<file path="config.mk">
export PLATFORM = sky130hd
export DESIGN_NAME = xfer_trig_ctrl
export DESIGN_NICKNAME = d
export VERILOG_FILES = /design/src/rtl/xfer_trig_pkg.sv /design/src/rtl/xfer_trig_step.sv /design/src/rtl/xfer_trig_desc.sv /design/src/rtl/xfer_trig_seq.sv /design/src/rtl/xfer_trig_ctrl.sv
export SDC_FILE = /design/constraint.sdc
export NUM_CORES = 1
export LEC_CHECK = 0
export BUFFER_PORTS_ARGS = -buffer_cell sky130_fd_sc_hd__buf_2
export CAP_MARGIN = 10
export CORE_MARGIN = 2
export CORE_UTILIZATION = 54
export CTS_CLUSTER_SIZE = 14
export DETAILED_ROUTE_END_ITERATION = 10
export GPL_TIMING_DRIVEN = 0
export PLACE_DENSITY = 0.8
export SLEW_MARGIN = 40
export SYNTH_ARGS = -nofsm -noshare
export SYNTH_HDL_FRONTEND = slang
export SYNTH_SLANG_ARGS = --single-unit
export TNS_END_PERCENT = 100
</file>
<file path="constraint.sdc">
create_clock -name clk_i -period 4.4 [get_ports clk_i]
set_input_delay 0.44 -clock clk_i [delete_from_list [all_inputs] [get_ports clk_i]]
set_output_delay 0.44 -clock clk_i [all_outputs]
set_load 0.005 [all_outputs]
</file>
<file path="src/rtl/xfer_trig_pkg.sv">
package xfer_trig_pkg;

  typedef enum logic [1:0] {
    ST_IDLE  = 2'd0,
    ST_RD    = 2'd1,
    ST_WR    = 2'd2,
    ST_CHAIN = 2'd3
  } xfer_st_e;

  typedef enum logic [1:0] {
    AM_FIX  = 2'b00,
    AM_FIX1 = 2'b01,
    AM_INC  = 2'b10,
    AM_DEC  = 2'b11
  } addr_mode_e;

endpackage

</file>
<file path="src/rtl/xfer_trig_step.sv">
module xfer_trig_step
  import xfer_trig_pkg::*;
#(
  parameter int unsigned ADDR_W = 24
) (
  input  logic [ADDR_W-1:0] addr_i,
  input  logic [1:0]        mode_i,
  output logic [ADDR_W-1:0] addr_o
);

  always_comb begin
    unique case (addr_mode_e'(mode_i))
      AM_INC:  addr_o = addr_i + ADDR_W'(1);
      AM_DEC:  addr_o = addr_i - ADDR_W'(1);
      default: addr_o = addr_i;
    endcase
  end

endmodule

</file>
<file path="src/rtl/xfer_trig_desc.sv">
module xfer_trig_desc #(
  parameter int unsigned ADDR_W = 24,
  parameter int unsigned DATA_W = 8,
  parameter int unsigned CNT_W  = 16
) (
  input  logic              clk_i,
  input  logic              rst_ni,
  input  logic              cfg_ok_i,
  input  logic              cfg_en_i,
  input  logic [1:0]        cfg_src_mode_i,
  input  logic [1:0]        cfg_dst_mode_i,
  input  logic [ADDR_W-1:0] cfg_src_i,
  input  logic [ADDR_W-1:0] cfg_dst_i,
  input  logic [ADDR_W-1:0] cfg_tbl_i,
  input  logic [CNT_W-1:0]  cfg_cnt_i,
  input  logic              cfg_chain_i,
  input  logic              cfg_irq_sel_i,
  input  logic              step_i,
  input  logic              chain_ld_i,
  input  logic [DATA_W-1:0] chain_byte_i,
  input  logic              en_clr_i,
  output logic [ADDR_W-1:0] src_o,
  output logic [ADDR_W-1:0] dst_o,
  output logic [ADDR_W-1:0] tbl_o,
  output logic              last_o,
  output logic              chain_o,
  output logic              irq_sel_o,
  output logic              en_o
);

  localparam int unsigned LOW_W = ADDR_W - DATA_W;

  logic [ADDR_W-1:0] src_q, dst_q, tbl_q, src_nxt, dst_nxt;
  logic [CNT_W-1:0]  cnt_q;
  logic [1:0]        sm_q, dm_q;
  logic              chain_q, isel_q, en_q;

  xfer_trig_step #(.ADDR_W(ADDR_W)) i_src_step (.addr_i(src_q), .mode_i(sm_q), .addr_o(src_nxt));
  xfer_trig_step #(.ADDR_W(ADDR_W)) i_dst_step (.addr_i(dst_q), .mode_i(dm_q), .addr_o(dst_nxt));

  always_ff @(posedge clk_i or negedge rst_ni) begin
    if (!rst_ni) begin
      src_q   <= '0;
      dst_q   <= '0;
      tbl_q   <= '0;
      cnt_q   <= '0;
      sm_q    <= '0;
      dm_q    <= '0;
      chain_q <= 1'b0;
      isel_q  <= 1'b0;
      en_q    <= 1'b0;
    end else if (cfg_ok_i) begin
      src_q   <= cfg_src_i;
      dst_q   <= cfg_dst_i;
      tbl_q   <= cfg_tbl_i;
      cnt_q   <= cfg_cnt_i;
      sm_q    <= cfg_src_mode_i;
      dm_q    <= cfg_dst_mode_i;
      chain_q <= cfg_chain_i;
      isel_q  <= cfg_irq_sel_i;
      en_q    <= cfg_en_i;
    end else begin
      if (step_i) begin
        src_q <= src_nxt;
        dst_q <= dst_nxt;
        cnt_q <= cnt_q - CNT_W'(1);
      end
      if (chain_ld_i) begin
        // reload upper address byte, keep the wrapped low part
        dst_q <= {chain_byte_i, dst_q[LOW_W-1:0]};
        tbl_q <= tbl_q + ADDR_W'(1);
      end
      if (en_clr_i) en_q <= 1'b0;
    end
  end

  assign src_o     = src_q;
  assign dst_o     = dst_q;
  assign tbl_o     = tbl_q;
  assign last_o    = (cnt_q == CNT_W'(1));
  assign chain_o   = chain_q;
  assign irq_sel_o = isel_q;
  assign en_o      = en_q;

endmodule

</file>
<file path="src/rtl/xfer_trig_seq.sv">
module xfer_trig_seq
  import xfer_trig_pkg::*;
#(
  parameter int unsigned ADDR_W = 24,
  parameter int unsigned DATA_W = 8
) (
  input  logic              clk_i,
  input  logic              rst_ni,
  input  logic              en_i,
  input  logic              evt_i,
  input  logic [ADDR_W-1:0] src_i,
  input  logic [ADDR_W-1:0] dst_i,
  input  logic [ADDR_W-1:0] tbl_i,
  input  logic              last_i,
  input  logic              chain_i,
  input  logic              irq_sel_i,
  input  logic              mem_rdy_i,
  input  logic [DATA_W-1:0] mem_rdata_i,
  output logic              mem_req_o,
  output logic              mem_we_o,
  output logic [ADDR_W-1:0] mem_addr_o,
  output logic [DATA_W-1:0] mem_wdata_o,
  output logic              step_o,
  output logic              chain_ld_o,
  output logic              en_clr_o,
  output logic              irq_o,
  output logic              flag_clr_o,
  output logic              busy_o
);

  xfer_trig_pkg::xfer_st_e state_q, state_d;
  logic [DATA_W-1:0] data_q;
  logic pend_q, irq_q, clr_q, start;

  assign start      = (state_q == ST_IDLE) && en_i && (pend_q || evt_i);
  assign step_o     = (state_q == ST_WR) && mem_rdy_i;
  assign chain_ld_o = (state_q == ST_CHAIN) && mem_rdy_i;
  assign en_clr_o   = step_o && last_i && !chain_i;

  always_comb begin
    state_d = state_q;
    unique case (state_q)
      ST_IDLE:  if (start) state_d = ST_RD;
      ST_RD:    if (mem_rdy_i) state_d = ST_WR;
      ST_WR:    if (mem_rdy_i) state_d = (last_i && chain_i) ? ST_CHAIN : ST_IDLE;
      ST_CHAIN: if (mem_rdy_i) state_d = ST_IDLE;
      default:  state_d = ST_IDLE;
    endcase
  end

  always_ff @(posedge clk_i or negedge rst_ni) begin
    if (!rst_ni) begin
      state_q <= ST_IDLE;
      data_q  <= '0;
      pend_q  <= 1'b0;
      irq_q   <= 1'b0;
      clr_q   <= 1'b0;
    end else begin
      state_q <= state_d;
      if ((state_q == ST_RD) && mem_rdy_i) data_q <= mem_rdata_i;
      if (!en_i || start)                       pend_q <= 1'b0;
      else if (evt_i && state_q != ST_IDLE)     pend_q <= 1'b1;
      irq_q <= step_o && (irq_sel_i || (last_i && !chain_i));
      clr_q <= !irq_sel_i && ((step_o && !last_i) || chain_ld_o);
    end
  end

  always_comb begin
    unique case (state_q)
      ST_RD:    mem_addr_o = src_i;
      ST_WR:    mem_addr_o = dst_i;
      ST_CHAIN: mem_addr_o = tbl_i;
      default:  mem_addr_o = src_i;
    endcase
  end

  assign mem_req_o   = (state_q != ST_IDLE);
  assign mem_we_o    = (state_q == ST_WR);
  assign mem_wdata_o = data_q;
  assign irq_o       = irq_q;
  assign flag_clr_o  = clr_q;
  assign busy_o      = (state_q != ST_IDLE);

  // stalled access holds its request, direction and address
  a_r4_hold_access: assert property (@(posedge clk_i) disable iff (!rst_ni)
    (mem_req_o && !mem_rdy_i) |=> (mem_req_o && $stable(mem_we_o) && $stable(mem_addr_o)));

  // flag clear and interrupt never in the same cycle
  a_r7_pulse_excl: assert property (@(posedge clk_i) disable iff (!rst_ni)
    !(irq_o && flag_clr_o));

  // a transfer only starts while enabled
  a_r3_start_en: assert property (@(posedge clk_i) disable iff (!rst_ni)
    $rose(busy_o) |-> $past(en_i));

endmodule

</file>
<file path="src/rtl/xfer_trig_ctrl.sv">
module xfer_trig_ctrl #(
  parameter int unsigned ADDR_W = 24,
  parameter int unsigned DATA_W = 8,
  parameter int unsigned CNT_W  = 16
) (
  input  logic              clk_i,
  input  logic              rst_ni,
  input  logic              cfg_we_i,
  input  logic              cfg_en_i,
  input  logic [1:0]        cfg_src_mode_i,
  input  logic [1:0]        cfg_dst_mode_i,
  input  logic [ADDR_W-1:0] cfg_src_i,
  input  logic [ADDR_W-1:0] cfg_dst_i,
  input  logic [ADDR_W-1:0] cfg_tbl_i,
  input  logic [CNT_W-1:0]  cfg_cnt_i,
  input  logic              cfg_chain_i,
  input  logic              cfg_irq_sel_i,
  input  logic              evt_i,
  output logic              mem_req_o,
  output logic              mem_we_o,
  output logic [ADDR_W-1:0] mem_addr_o,
  output logic [DATA_W-1:0] mem_wdata_o,
  input  logic [DATA_W-1:0] mem_rdata_i,
  input  logic              mem_rdy_i,
  output logic              irq_o,
  output logic              flag_clr_o,
  output logic              busy_o,
  output logic              en_o
);

  logic [ADDR_W-1:0] src, dst, tbl;
  logic last, chain, irq_sel, en, step, chain_ld, en_clr, busy;

  xfer_trig_desc #(.ADDR_W(ADDR_W), .DATA_W(DATA_W), .CNT_W(CNT_W)) i_desc (
    .clk_i, .rst_ni,
    .cfg_ok_i      (cfg_we_i && !busy),
    .cfg_en_i, .cfg_src_mode_i, .cfg_dst_mode_i,
    .cfg_src_i, .cfg_dst_i, .cfg_tbl_i, .cfg_cnt_i,
    .cfg_chain_i, .cfg_irq_sel_i,
    .step_i        (step),
    .chain_ld_i    (chain_ld),
    .chain_byte_i  (mem_rdata_i),
    .en_clr_i      (en_clr),
    .src_o         (src),
    .dst_o         (dst),
    .tbl_o         (tbl),
    .last_o        (last),
    .chain_o       (chain),
    .irq_sel_o     (irq_sel),
    .en_o          (en)
  );

  xfer_trig_seq #(.ADDR_W(ADDR_W), .DATA_W(DATA_W)) i_seq (
    .clk_i, .rst_ni,
    .en_i        (en),
    .evt_i,
    .src_i       (src),
    .dst_i       (dst),
    .tbl_i       (tbl),
    .last_i      (last),
    .chain_i     (chain),
    .irq_sel_i   (irq_sel),
    .mem_rdy_i, .mem_rdata_i,
    .mem_req_o, .mem_we_o, .mem_addr_o, .mem_wdata_o,
    .step_o      (step),
    .chain_ld_o  (chain_ld),
    .en_clr_o    (en_clr),
    .irq_o, .flag_clr_o,
    .busy_o      (busy)
  );

  assign busy_o = busy;
  assign en_o   = en;

  // never busy while disabled
  a_r11_busy_en: assert property (@(posedge clk_i) disable iff (!rst_ni)
    busy_o |-> en_o);

  // enable drops without a descriptor load only with a CPU interrupt
  a_r8_en_fall_irq: assert property (@(posedge clk_i) disable iff (!rst_ni)
    ($fell(en_o) && !$past(cfg_we_i)) |-> irq_o);

endmodule

</file>
Word level (Yosys, flattened, before mapping)
Index checks and enable logic that the tools add are counted.
W data, S select, Z words.
{ "classes": {"eq_ne": 13, "muxes": 22, "n_addsub": 6, "n_reduce_logical": 37} }
{ "op_table": {"columns": ["cell", "count"], "rows": [
  ["$mux W24", 7],
  ["$pmux W24 S2", 3],
  ["$add A24 B1 Y24 const B", 3],
  ["$sub A24 B1 Y24 const B", 2],
  ["$mux W16", 2],
  ["$eq A16 B1 Y1 const B", 1],
  ["$sub A16 B1 Y16 const B", 1],
  ["$logic_and A1 B1 Y1", 14],
  ["$eq A2 B2 Y1 const B", 6],
  ["$mux W2", 5],
  ["$reduce_bool A2 Y1", 5],
  ["$reduce_bool A3 Y1", 3],
  ["$pmux W2 S4", 1],
  ["$ne A2 B2 Y1 const B", 3],
  ["$logic_not A1 Y1", 5],
  ["$logic_or A1 B1 Y1", 4],
  ["$mux W1", 4],
  ["$ne A2 B1 Y1 const B", 2],
  ["$reduce_and A2 Y1", 2],
  ["$reduce_and A4 Y1", 1],
  ["$reduce_bool A4 Y1", 1],
  ["$reduce_and A3 Y1", 1],
  ["$eq A2 B1 Y1 const B", 1],
  ["$logic_not A2 Y1", 1]
]} }
{ "word_totals": {"input_bits": 108, "out_inout_bits": 38, "reg_bits": 108, "word_cells": 93} }

Longest topological paths before layout
Gate-level depths: netlist (run 1).
{ "logic_depth": {"word_depth": 6, "depth_mapped": 12, "ltp_nobuf": 9} }

Cells and area by module
Synthesis (run 1) repeated with hierarchy kept, for this count alone.
{ "unflattened": {"cells_unflattened": 1107, "area_unflattened_um2": 8947.3} }
{ "modules_own_cells": {"columns": ["mod", "instances", "seq_area_each_um2", "area_per_inst_um2", "cells_per_inst"], "rows": [
  ["xfer_trig_desc", 1, 2377.3, 4785.8, 508],
  ["xfer_trig_step", 2, 0.0, 1532.7, 236],
  ["xfer_trig_seq", 1, 325.3, 1082.3, 126],
  ["xfer_trig_ctrl", 1, 0.0, 13.8, 1]
]} }

Worst setup path before layout (run 1)
OpenSTA, ideal clock, no wires.
{ "synth_timing": {"kind": "register to register", "start": "register i_desc.dm_q[1]", "end": "register i_desc.dst_q[16], in the netlist i_desc.dst_o[16]", "path_slack_ns": 1.465, "setup_ns": 0.071, "required_time_ns": 4.329, "stages_incl_launch_ff": 13, "path_buffers": 3, "t_arrival_ns": 2.864, "period_less_slack_ns": 2.935, "cell_sequence": "dfrtp_1 > and2_1 > buf_2 > clkbuf_1 > buf_2 > xnor2_1 > ha_1 > nor4_1 > a21oi_1 > o21ai_0 > mux2_2 > or3_1 > nand3_1"} }
{ "synth_via": {"elab_chain_len": 5, "word_cells_on_any_way": 8, "classes_between": "eq/ne: 2; mux: 4; reduce/logical: 2"} }
{ "synth_lines": {"columns": ["element", "line_no", "source"], "rows": [
  ["start: declaration", "xfer_trig_desc.sv:35", "logic [1:0] sm_q, dm_q;"],
  ["start signal: assignment", "xfer_trig_desc.sv:58", "dm_q <= cfg_dst_mode_i;"],
  ["$eq A2 B2 Y1", "xfer_trig_step.sv:12", "unique case (addr_mode_e'(mode_i))"],
  ["$pmux W24 S2", "xfer_trig_step.sv:12", null],
  ["$mux W24", "xfer_trig_desc.sv:63", "if (step_i) begin"],
  ["$mux W24", "xfer_trig_desc.sv:68", "if (chain_ld_i) begin"],
  ["$mux W24", "xfer_trig_desc.sv:52", "end else if (cfg_ok_i) begin"],
  ["end signal: assignment", "xfer_trig_desc.sv:54", "dst_q <= cfg_dst_i;"],
  ["end signal: assignment", "xfer_trig_desc.sv:65", "dst_q <= dst_nxt;"],
  ["end signal: assignment", "xfer_trig_desc.sv:70", "dst_q <= {chain_byte_i, dst_q[LOW_W-1:0]};"],
  ["end: declaration", "xfer_trig_desc.sv:33", "logic [ADDR_W-1:0] src_q, dst_q, tbl_q, src_nxt, dst_nxt;"]
]} }
Several ways; a longest one is shown, not always the timed one. The select of a mux whose other input is x is not followed.
A chain may end at the register's enable or synchronous reset.

Worst setup path in the final report (run 1)
Ends and elaborated chain as after synthesis.

==> results of run 1 <==
==> routing by layer <==
layer	wire [um]	vias to the layer above	share of wire, %
met5	0	-	0
met4	1194	0	4.3
met3	3166	100	11
met2	12180	564	43
met1	11480	4142	41
li1	-	3980	-
==> area by class of cell <==
type,count,area share [%]
Sequential cell,108,29.13
Multi-Input combinational cell,796,51.96
Timing Repair Buffer,147,8.334
Buffer,92,4.343
Inverter,11,0.4450
Clock buffer,9,2.428
Clock inverter,7,0.8766
Tap cell,184,2.481
==> registers in the layout (all words and copies together) (netlist names) <==
signal	count
i_desc.chain_o	1
i_desc.cnt_q	16
i_desc.dm_q	2
i_desc.dst_o	24
i_desc.en_o	1
i_desc.irq_sel_o	1
i_desc.sm_q	2
i_desc.src_o	24
i_desc.tbl_o	24
i_seq.flag_clr_o	1
i_seq.irq_o	1
i_seq.mem_wdata_o	8
i_seq.pend_q	1
i_seq.state_q	2
==> cells by family after synthesis <==
kind of cell,synth area share (%)
simple gates,27.27
flops,33.95
xor+xnor,5.280
mux,7.229
compound gates,19.91
buf+inv,5.579
fa+ha+maj,0.7858
==> critical path, stage by stage (launching register included) <==
cell      delay, ns
dfrtp_1        0.44
and2_1         0.15
buf_2          0.22
clkbuf_1       0.44
buf_2          0.37
xnor2_1        0.10
ha_1           0.22
nor4_1         0.49
a21oi_1        0.14
o21ai_0        0.46
mux2_2         0.42
or3_1          0.31
nand3_1        0.07
==> power by group through the flow <==
| stage | logic [mW] | registers, mW | clock network [mW] |
|---|---|---|---|
| after floorplan | 2.40 | 1.76 | 0 |
| after global placement | 3.47 | 1.89 | 0 |
| after detailed placement | 3.53 | 1.91 | 0 |
| after CTS | 3.56 | 1.89 | 0.877 |
| after global routing | 3.98 | 1.96 | 0.926 |
| final | 3.66 | 1.92 | 0.875 |
==> through the flow <==
step	total power [mW]	setup slack [ns]	util (%)
after global placement	5.362	0.7276	61.59
after detailed placement	5.440	0.7209	61.85
after CTS	6.324	0.6825	64.03
after global routing	6.870	0.2843	64.08
final	6.449	0.5138	64.08
after floorplan	4.163	1.465	-
==> path summary, 6_finish.rpt <==
kind                                   start               end  slack [ns]  depth (start not counted)
setup / recovery              i_desc.dm_q[1]  i_desc.dst_o[16]        0.51                         12
hold / removal             cfg_src_mode_i[0]    i_desc.sm_q[0]        0.25                          3
setup reg to reg              i_desc.dm_q[1]  i_desc.dst_o[16]        0.51                         12
hold reg to reg             i_desc.irq_sel_o  i_seq.flag_clr_o        0.48                          1
max in group asynchronous             rst_ni  i_desc.tbl_o[13]        3.22                          3
min in group asynchronous             rst_ni   i_desc.src_o[4]        0.55                          2
==> synthesized netlist by cell type (all sizes together) (7+ instances only) <==
cell / number / area (sq um)
nand2: 143 / 536.8
dfrtp: 108 / 2703
nor2: 104 / 390.4
o21ai: 72 / 360.3
a21oi: 66 / 334.1
clkbuf: 48 / 181.4
buf: 44 / 221.5
mux2i: 44 / 440.4
nor3: 39 / 205.2
nand3: 33 / 170.2
xnor2: 30 / 262.8
nor4: 27 / 190.2
nand4: 19 / 118.9
xor2: 18 / 157.7
and3: 14 / 87.58
or3: 13 / 81.33
mux2: 12 / 135.1
inv: 11 / 41.29
a22oi: 10 / 75.07
a31oi: 9 / 56.30
and2: 8 / 50.05
o211ai: 8 / 60.06
and4: 7 / 61.31
nand3b: 7 / 52.55
==> timing repair <==
item | in CTS | in global routing
resized for setup | 0 | 0
hold buffers | 1 | 0
endpoints found under the hold margin | 47 | 0
==> results.ini, run 1 <==
[place]
globalplace.congestion = 1.045
post-dp-hpwl_mm = 20.84
placed_area_sq_mm = 0.008955
portBuffers = 145
place_inst = 1337

[sta]
slew-limit-headroom_pct = 42.00
totalNegativeSetupSlack_ns = 0
layout_min_cycle_time_ns = 3.886
finalHoldViolations = 0
rsz0062_at_grt = no
timing.hold.ws_ns = 0.2534
setup_viol = 0
max_freq_mhz = 257.3
worst_pin_slew_ns = 0.8700
finalCritPeriodShare_pct = 88.32
slew_violations = 0
skew_ns = 0.01150

[floorplanning]
core-area_sq_mm = 0.01448
io_pins = 146
num_rows = 44
die_h_um = 125.4
start_util_pct = 54.99
dieWidth_um = 125.4
dieArea_sq_mm = 0.01573

[worst_setup_path]
arrival_ns = 4.19
path_class = reg -> reg
critPathCaptureType = flop
crit_fanout = 10
crit_required_ns = 4.70
crit_path_start_kind = flop

[synthesis]
ys_ff_latch = 108
synth_ff_type = dfrtp_1
synthCells = 1007
syn-num-nets = 1120
synthesis.yosys.warnings = 0
ys_types = 78
synth.avg_cell_area_sq_um = 7.906
yosysSeqAreaShare_pct = 33.95
async_reset_ff_share_pct = 100.0
synth-edff-count = 0
syn_area_sq_mm = 0.007961

[routing]
drt-total-wl_mm = 28.02
routedWlPerCell_um = 20.69
antenna_left = 0
route.detailed.drc = 0
via_per_inst = 6.489
drt_iter0_drc = 1213
vias = 8786
drt_first_pass_iters = 5

[layout]
num_antenna_cells = 0
final_common_cell = buf_2
multiInputGateArea_sq_mm = 0.004821
finish.instance_area_sq_mm = 0.009278
synthToLayoutAreaGrowth_pct = 16.53
final_cell_mix = buf_2 (174), nand2_1 (143), dfrtp_1 (108), nor2_1 (104), o21ai_0 (70)
finalNonFillerCells = 1354
drive_gt1_share_pct = 19.57
nFillCells = 1345
seqCellArea_sq_mm = 0.002703
final_nets = 1278

[pwr]
power_switching_mw = 3.220
cellPowerDensity_mw_per_mm2 = 695.1
p_seq_share_pct = 29.7
vdd_ir_drop_max_mv = 0.3505
comb_power_share_pct = 56.7
p_clk_share_pct = 13.6
switching_share_pct = 49.94
internal_power_mw = 3.228
p_leak_nw = 3.786

[clock_network]
postCtsSetupBuffers = 0
cts-root-buf = clkbuf_16
htreeDepth = 3
clk_path_buf_depth = 2
clock-sinks = 108
cts.clk_slew.worst_paths_ns = 0.08
insertion_delay_ns = 0.38
numCtsBuffers = 9
cts_tree = yes

[grt]
met1_usage_pct = 49.37
first_global_vias = 8238
grt_overflow_total = 0
grtUsageTotal_pct = 35.58
met2_usage_pct = 53.35
busiest_layer = met2
use_met3_pct = 8.729
grt_max_degree = 62
grt_pass1_wl_mm = 44.19
antenna_found_initial = 0

[worst_hold_path]
hold_path.class = in -> reg

[status]
status = complete, no violations

[run]
cap_violations = 0

Power figures use the tool's default switching activity.
==> run 2, diff against run 1 <==
--- a/config.mk
+++ b/config.mk
@@ -7,14 +7,16 @@
 export LEC_CHECK = 0
 export BUFFER_PORTS_ARGS = -buffer_cell sky130_fd_sc_hd__buf_2
 export CAP_MARGIN = 10
+export CORE_ASPECT_RATIO = 1.5
 export CORE_MARGIN = 2
 export CORE_UTILIZATION = 54
 export CTS_CLUSTER_SIZE = 14
 export DETAILED_ROUTE_END_ITERATION = 10
 export GPL_TIMING_DRIVEN = 0
-export PLACE_DENSITY = 0.8
+export PLACE_DENSITY = 0.79
 export SLEW_MARGIN = 40
 export SYNTH_ARGS = -nofsm -noshare
 export SYNTH_HDL_FRONTEND = slang
+export SYNTH_HIERARCHICAL = 1
 export SYNTH_SLANG_ARGS = --single-unit
 export TNS_END_PERCENT = 100
==> constraint.sdc (replaced) <==
create_clock -name clk_i -period 4.3 [get_ports clk_i]
set_input_delay 0.43 -clock clk_i [delete_from_list [all_inputs] [get_ports clk_i]]
set_output_delay 0.43 -clock clk_i [all_outputs]
set_load 0.005 [all_outputs]
==> run 2 against run 1 <==
Hold slack better by 0.0081 ns. Final area is 12% higher. Routed wire length is 14% higher. First-iteration DRC count is 38% lower. Largest power group unchanged. Global-route usage is 1.0 points higher. Critical path depth is 2 higher. Synthesized cell count is 9.9% higher. Critical endpoint is now i_desc/dst_o[22]. Critical path type unchanged. Register-to-register slack better by 0.26 ns. Fmax is 10% higher. Clock skew is 0.00055 ns lower.
==> results.ini, run 2 <==
[clock_network]
insertion_delay_ns = 0.37  ; about the same
post_cts_resized = 0  ; unchanged
htreeDepth = 3  ; unchanged
cts.clk_slew.worst_paths_ns = 0.09  ; about the same
cts-root-buf = clkbuf_16
numCtsBuffers = 9  ; unchanged
clk_path_buf_depth = 2  ; unchanged
clock-sinks = 108  ; unchanged
cts_tree = yes

[worst_setup_path]
path_class = reg -> reg
crit_required_ns = 4.52  ; -0.18 ns
cpPeakStageDelay_ns = 0.48  ; about the same
reg2reg_depth = 14  ; +2
worstPathCellList = buf_6 -> nand2_2 -> buf_4 -> xnor2_1 -> ha_1 -> nand3_1 -> or4_1 -> a221oi_1 -> o21ai_0 -> a211o_1 -> mux2i_1 -> nor2_1 -> a21oi_1 -> o21ai_0
rrSetupSlack_ns = 0.77  ; +0.26 ns
worstReg2RegEnd = i_desc/dst_o[22]
cp_slowest_cell = or4_1
crit_fanout = 10  ; unchanged
arrival_ns = 3.75  ; -0.44 ns
crit_top_cell = o21ai_0
crit_start = i_desc/dm_q[0]
critPathCaptureType = flop
r2r_start = i_desc/dm_q[0]
crit_path_start_kind = flop

[synthesis]
ys_ff_latch = 108  ; unchanged
synth_ff_type = dfrtp_1
synthCells = 1107  ; +9.9%
synthTopCellsByCount = nand2_1 (133), dfrtp_1 (108), o21ai_0 (101)
yosys.area.top_type = dfrtp_1
post-synth-top-count-cell = nand2_1
synth-edff-count = 0  ; unchanged
synth_top_area_share_pct = 30.21  ; -3.7 points
synth.avg_cell_area_sq_um = 8.083  ; +2.2%
ys_types = 76  ; -2.6%
yosys-top-cells-area = dfrtp_1 (30%), mux2i_1 (10%), o21ai_0 (5.6%)
syn-num-nets = 1220  ; +8.9%
yosysSeqAreaShare_pct = 30.21  ; -3.7 points
async_reset_ff_share_pct = 100.0  ; unchanged
synthesis.yosys.warnings = 6  ; +6
syn_area_sq_mm = 0.008947  ; +12%

[sta]
worst_pin_slew_ns = 0.8489  ; -0.02108 ns
max_freq_mhz = 283.5  ; +10%
finalCritPeriodShare_pct = 82.04  ; -6.3 points
layout_min_cycle_time_ns = 3.528  ; -0.3583 ns
setup_ws_ns = 0.7721  ; +0.2583 ns
rsz0062_at_grt = no
skew_ns = 0.01096  ; -0.0005459 ns
totalNegativeSetupSlack_ns = 0  ; unchanged
slew-limit-headroom_pct = 43.23  ; +1.2 points
slew_violations = 0  ; unchanged
finalHoldViolations = 0  ; unchanged
setup_viol = 0  ; unchanged

[pwr]
total_power_mw = 7.788  ; +21%
internal_power_mw = 3.818  ; +18%
comb_power_share_pct = 59.4  ; +2.7 points
p_seq_share_pct = 28.5  ; -1.2 points
p_leak_nw = 4.265  ; +13%
vdd_ir_drop_max_mv = 0.4052  ; +16%
p_clk_share_pct = 12.0  ; -1.6 points
cellPowerDensity_mw_per_mm2 = 751.7  ; +8.2%
power_switching_mw = 3.970  ; +23%
switching_share_pct = 50.97  ; +1.0 points

[grt]
grt_pass1_wl_mm = 49.50  ; +12%
first_global_vias = 9418  ; +14%
grt_max_degree = 72  ; +16%
grt_overflow_total = 0  ; unchanged
grtUsageTotal_pct = 36.58  ; +1.0 points
antenna_found_initial = 0  ; unchanged

[routing]
routedWlPerCell_um = 21.55  ; +4.2%
antenna_left = 0  ; unchanged
drt_first_pass_iters = 8  ; +3
drt_iter0_drc = 749  ; -38%
vias = 9480  ; +7.9%
drt-total-wl_mm = 31.86  ; +14%
via_per_inst = 6.414  ; -1.2%
route.detailed.drc = 0  ; unchanged

[worst_hold_path]
holdPathEnd = i_desc/cnt_q[2]
whs_path_depth = 3  ; unchanged
hp-start = cfg_cnt_i[2]
hold_path.class = in -> reg

[place]
portBuffers = 145  ; unchanged
globalplace.congestion = 0.9783  ; -6.4%
post-dp-hpwl_mm = 24.33  ; +17%
place_ws_ns = 0.9051  ; +0.1842 ns
place_inst = 1460  ; +9.2%

[layout]
final_nets = 1380  ; +8.0%
final_cell_mix = buf_2 (161), nand2_1 (133), dfrtp_1 (108), o21ai_0 (101), mux2i_1 (89)
finalNonFillerCells = 1478  ; +9.2%
synthToLayoutAreaGrowth_pct = 15.79
final_common_cell = buf_2
post-route-util_pct = 63.99  ; -0.084 points
drive_gt1_share_pct = 19.89  ; +0.32 points
num_antenna_cells = 0  ; unchanged

[status]
status = complete, no violations

[floorplanning]
start_util_pct = 55.27  ; +0.28 points
io_pins = 146  ; unchanged
core-area_sq_mm = 0.01619  ; +12%
dieArea_sq_mm = 0.01764  ; +12%
dieWidth_um = 109.1  ; -13%
die_h_um = 161.7  ; +29%
num_rows = 57  ; +30%

[run]
cap_violations = 0  ; unchanged

-- run 2: worst max path at each step --
stage	endpoint	slack [ns]
2_1_floorplan	i_desc/dst_o[22]	1.49
3_5_place_dp	i_desc/dst_o[22]	0.91
4_1_cts	i_desc/dst_o[22]	0.88
5_1_grt	i_desc/dst_o[22]	0.68
3_3_place_gp	i_desc/dst_o[22]	0.95
6_report	i_desc/dst_o[22]	0.77
-- run 2: cells by family after synthesis --
kind of cell | synth area share, %
simple gates | 27.42
compound gates | 17.05
flops | 30.21
mux | 12.43
buf+inv | 5.636
xor+xnor | 6.558
fa+ha+maj | 0.6992
-- run 2: area by class of cell --
class / count / area (sq um)
Fill cell: 1480 / 5829
Tap cell: 206 / 257.7
Clock buffer: 9 / 225.2
Multi-Input combinational cell: 894 / 5784
Timing Repair Buffer: 149 / 783.3
Inverter: 19 / 71.32
Sequential cell: 108 / 2703
Clock inverter: 7 / 102.6
Buffer: 86 / 432.9
-- run 2: worst max-delay path, delay by kind of cell (launching register included) --
| family | cells | cell delay, ns |
|---|---|---|
| flops | 1 | 0.44 |
| compound gates | 5 | 1.16 |
| simple gates | 4 | 0.82 |
| fa+ha+maj | 1 | 0.27 |
| buf+inv | 2 | 0.41 |
| mux | 1 | 0.13 |
| xor+xnor | 1 | 0.14 |
-- run 2: stage by stage --
stage	hold slack [ns]	area (sq um)
finish	0.2614	10360
global route	0.2705	10360
CTS	0.2556	10350
detailed placement	0.3337	10020
global placement	0.4649	9931
floorplan	0.1344	8947
-- run 2: layer usage --
| metal | up-vias | wire length (um) | GRT usage, % |
|---|---|---|---|
| li1 | 4359 | - | - |
| met1 | 4488 | 11600 | 41.78 |
| met2 | 490 | 16090 | 62.85 |
| met3 | 143 | 1897 | 4.294 |
| met4 | 0 | 2267 | 24.65 |
| met5 | - | 0 | 0 |
-- run 2: what timing repair did --
item                                   4_1_cts  5_1_grt
endpoints found under the hold margin       37        0
hold buffers                                 1        0
buffers inserted                             0        0
-- run 2: power by group through the flow --
stage | clock network [mW] | registers, mW | logic, mW
2_1_floorplan | 0 | 1.98 | 3.17
3_3_place_gp | 0 | 2.18 | 4.44
3_5_place_dp | 0 | 2.20 | 4.51
4_1_cts | 0.948 | 2.19 | 4.54
5_1_grt | 0.985 | 2.28 | 5.02
6_report | 0.937 | 2.22 | 4.63
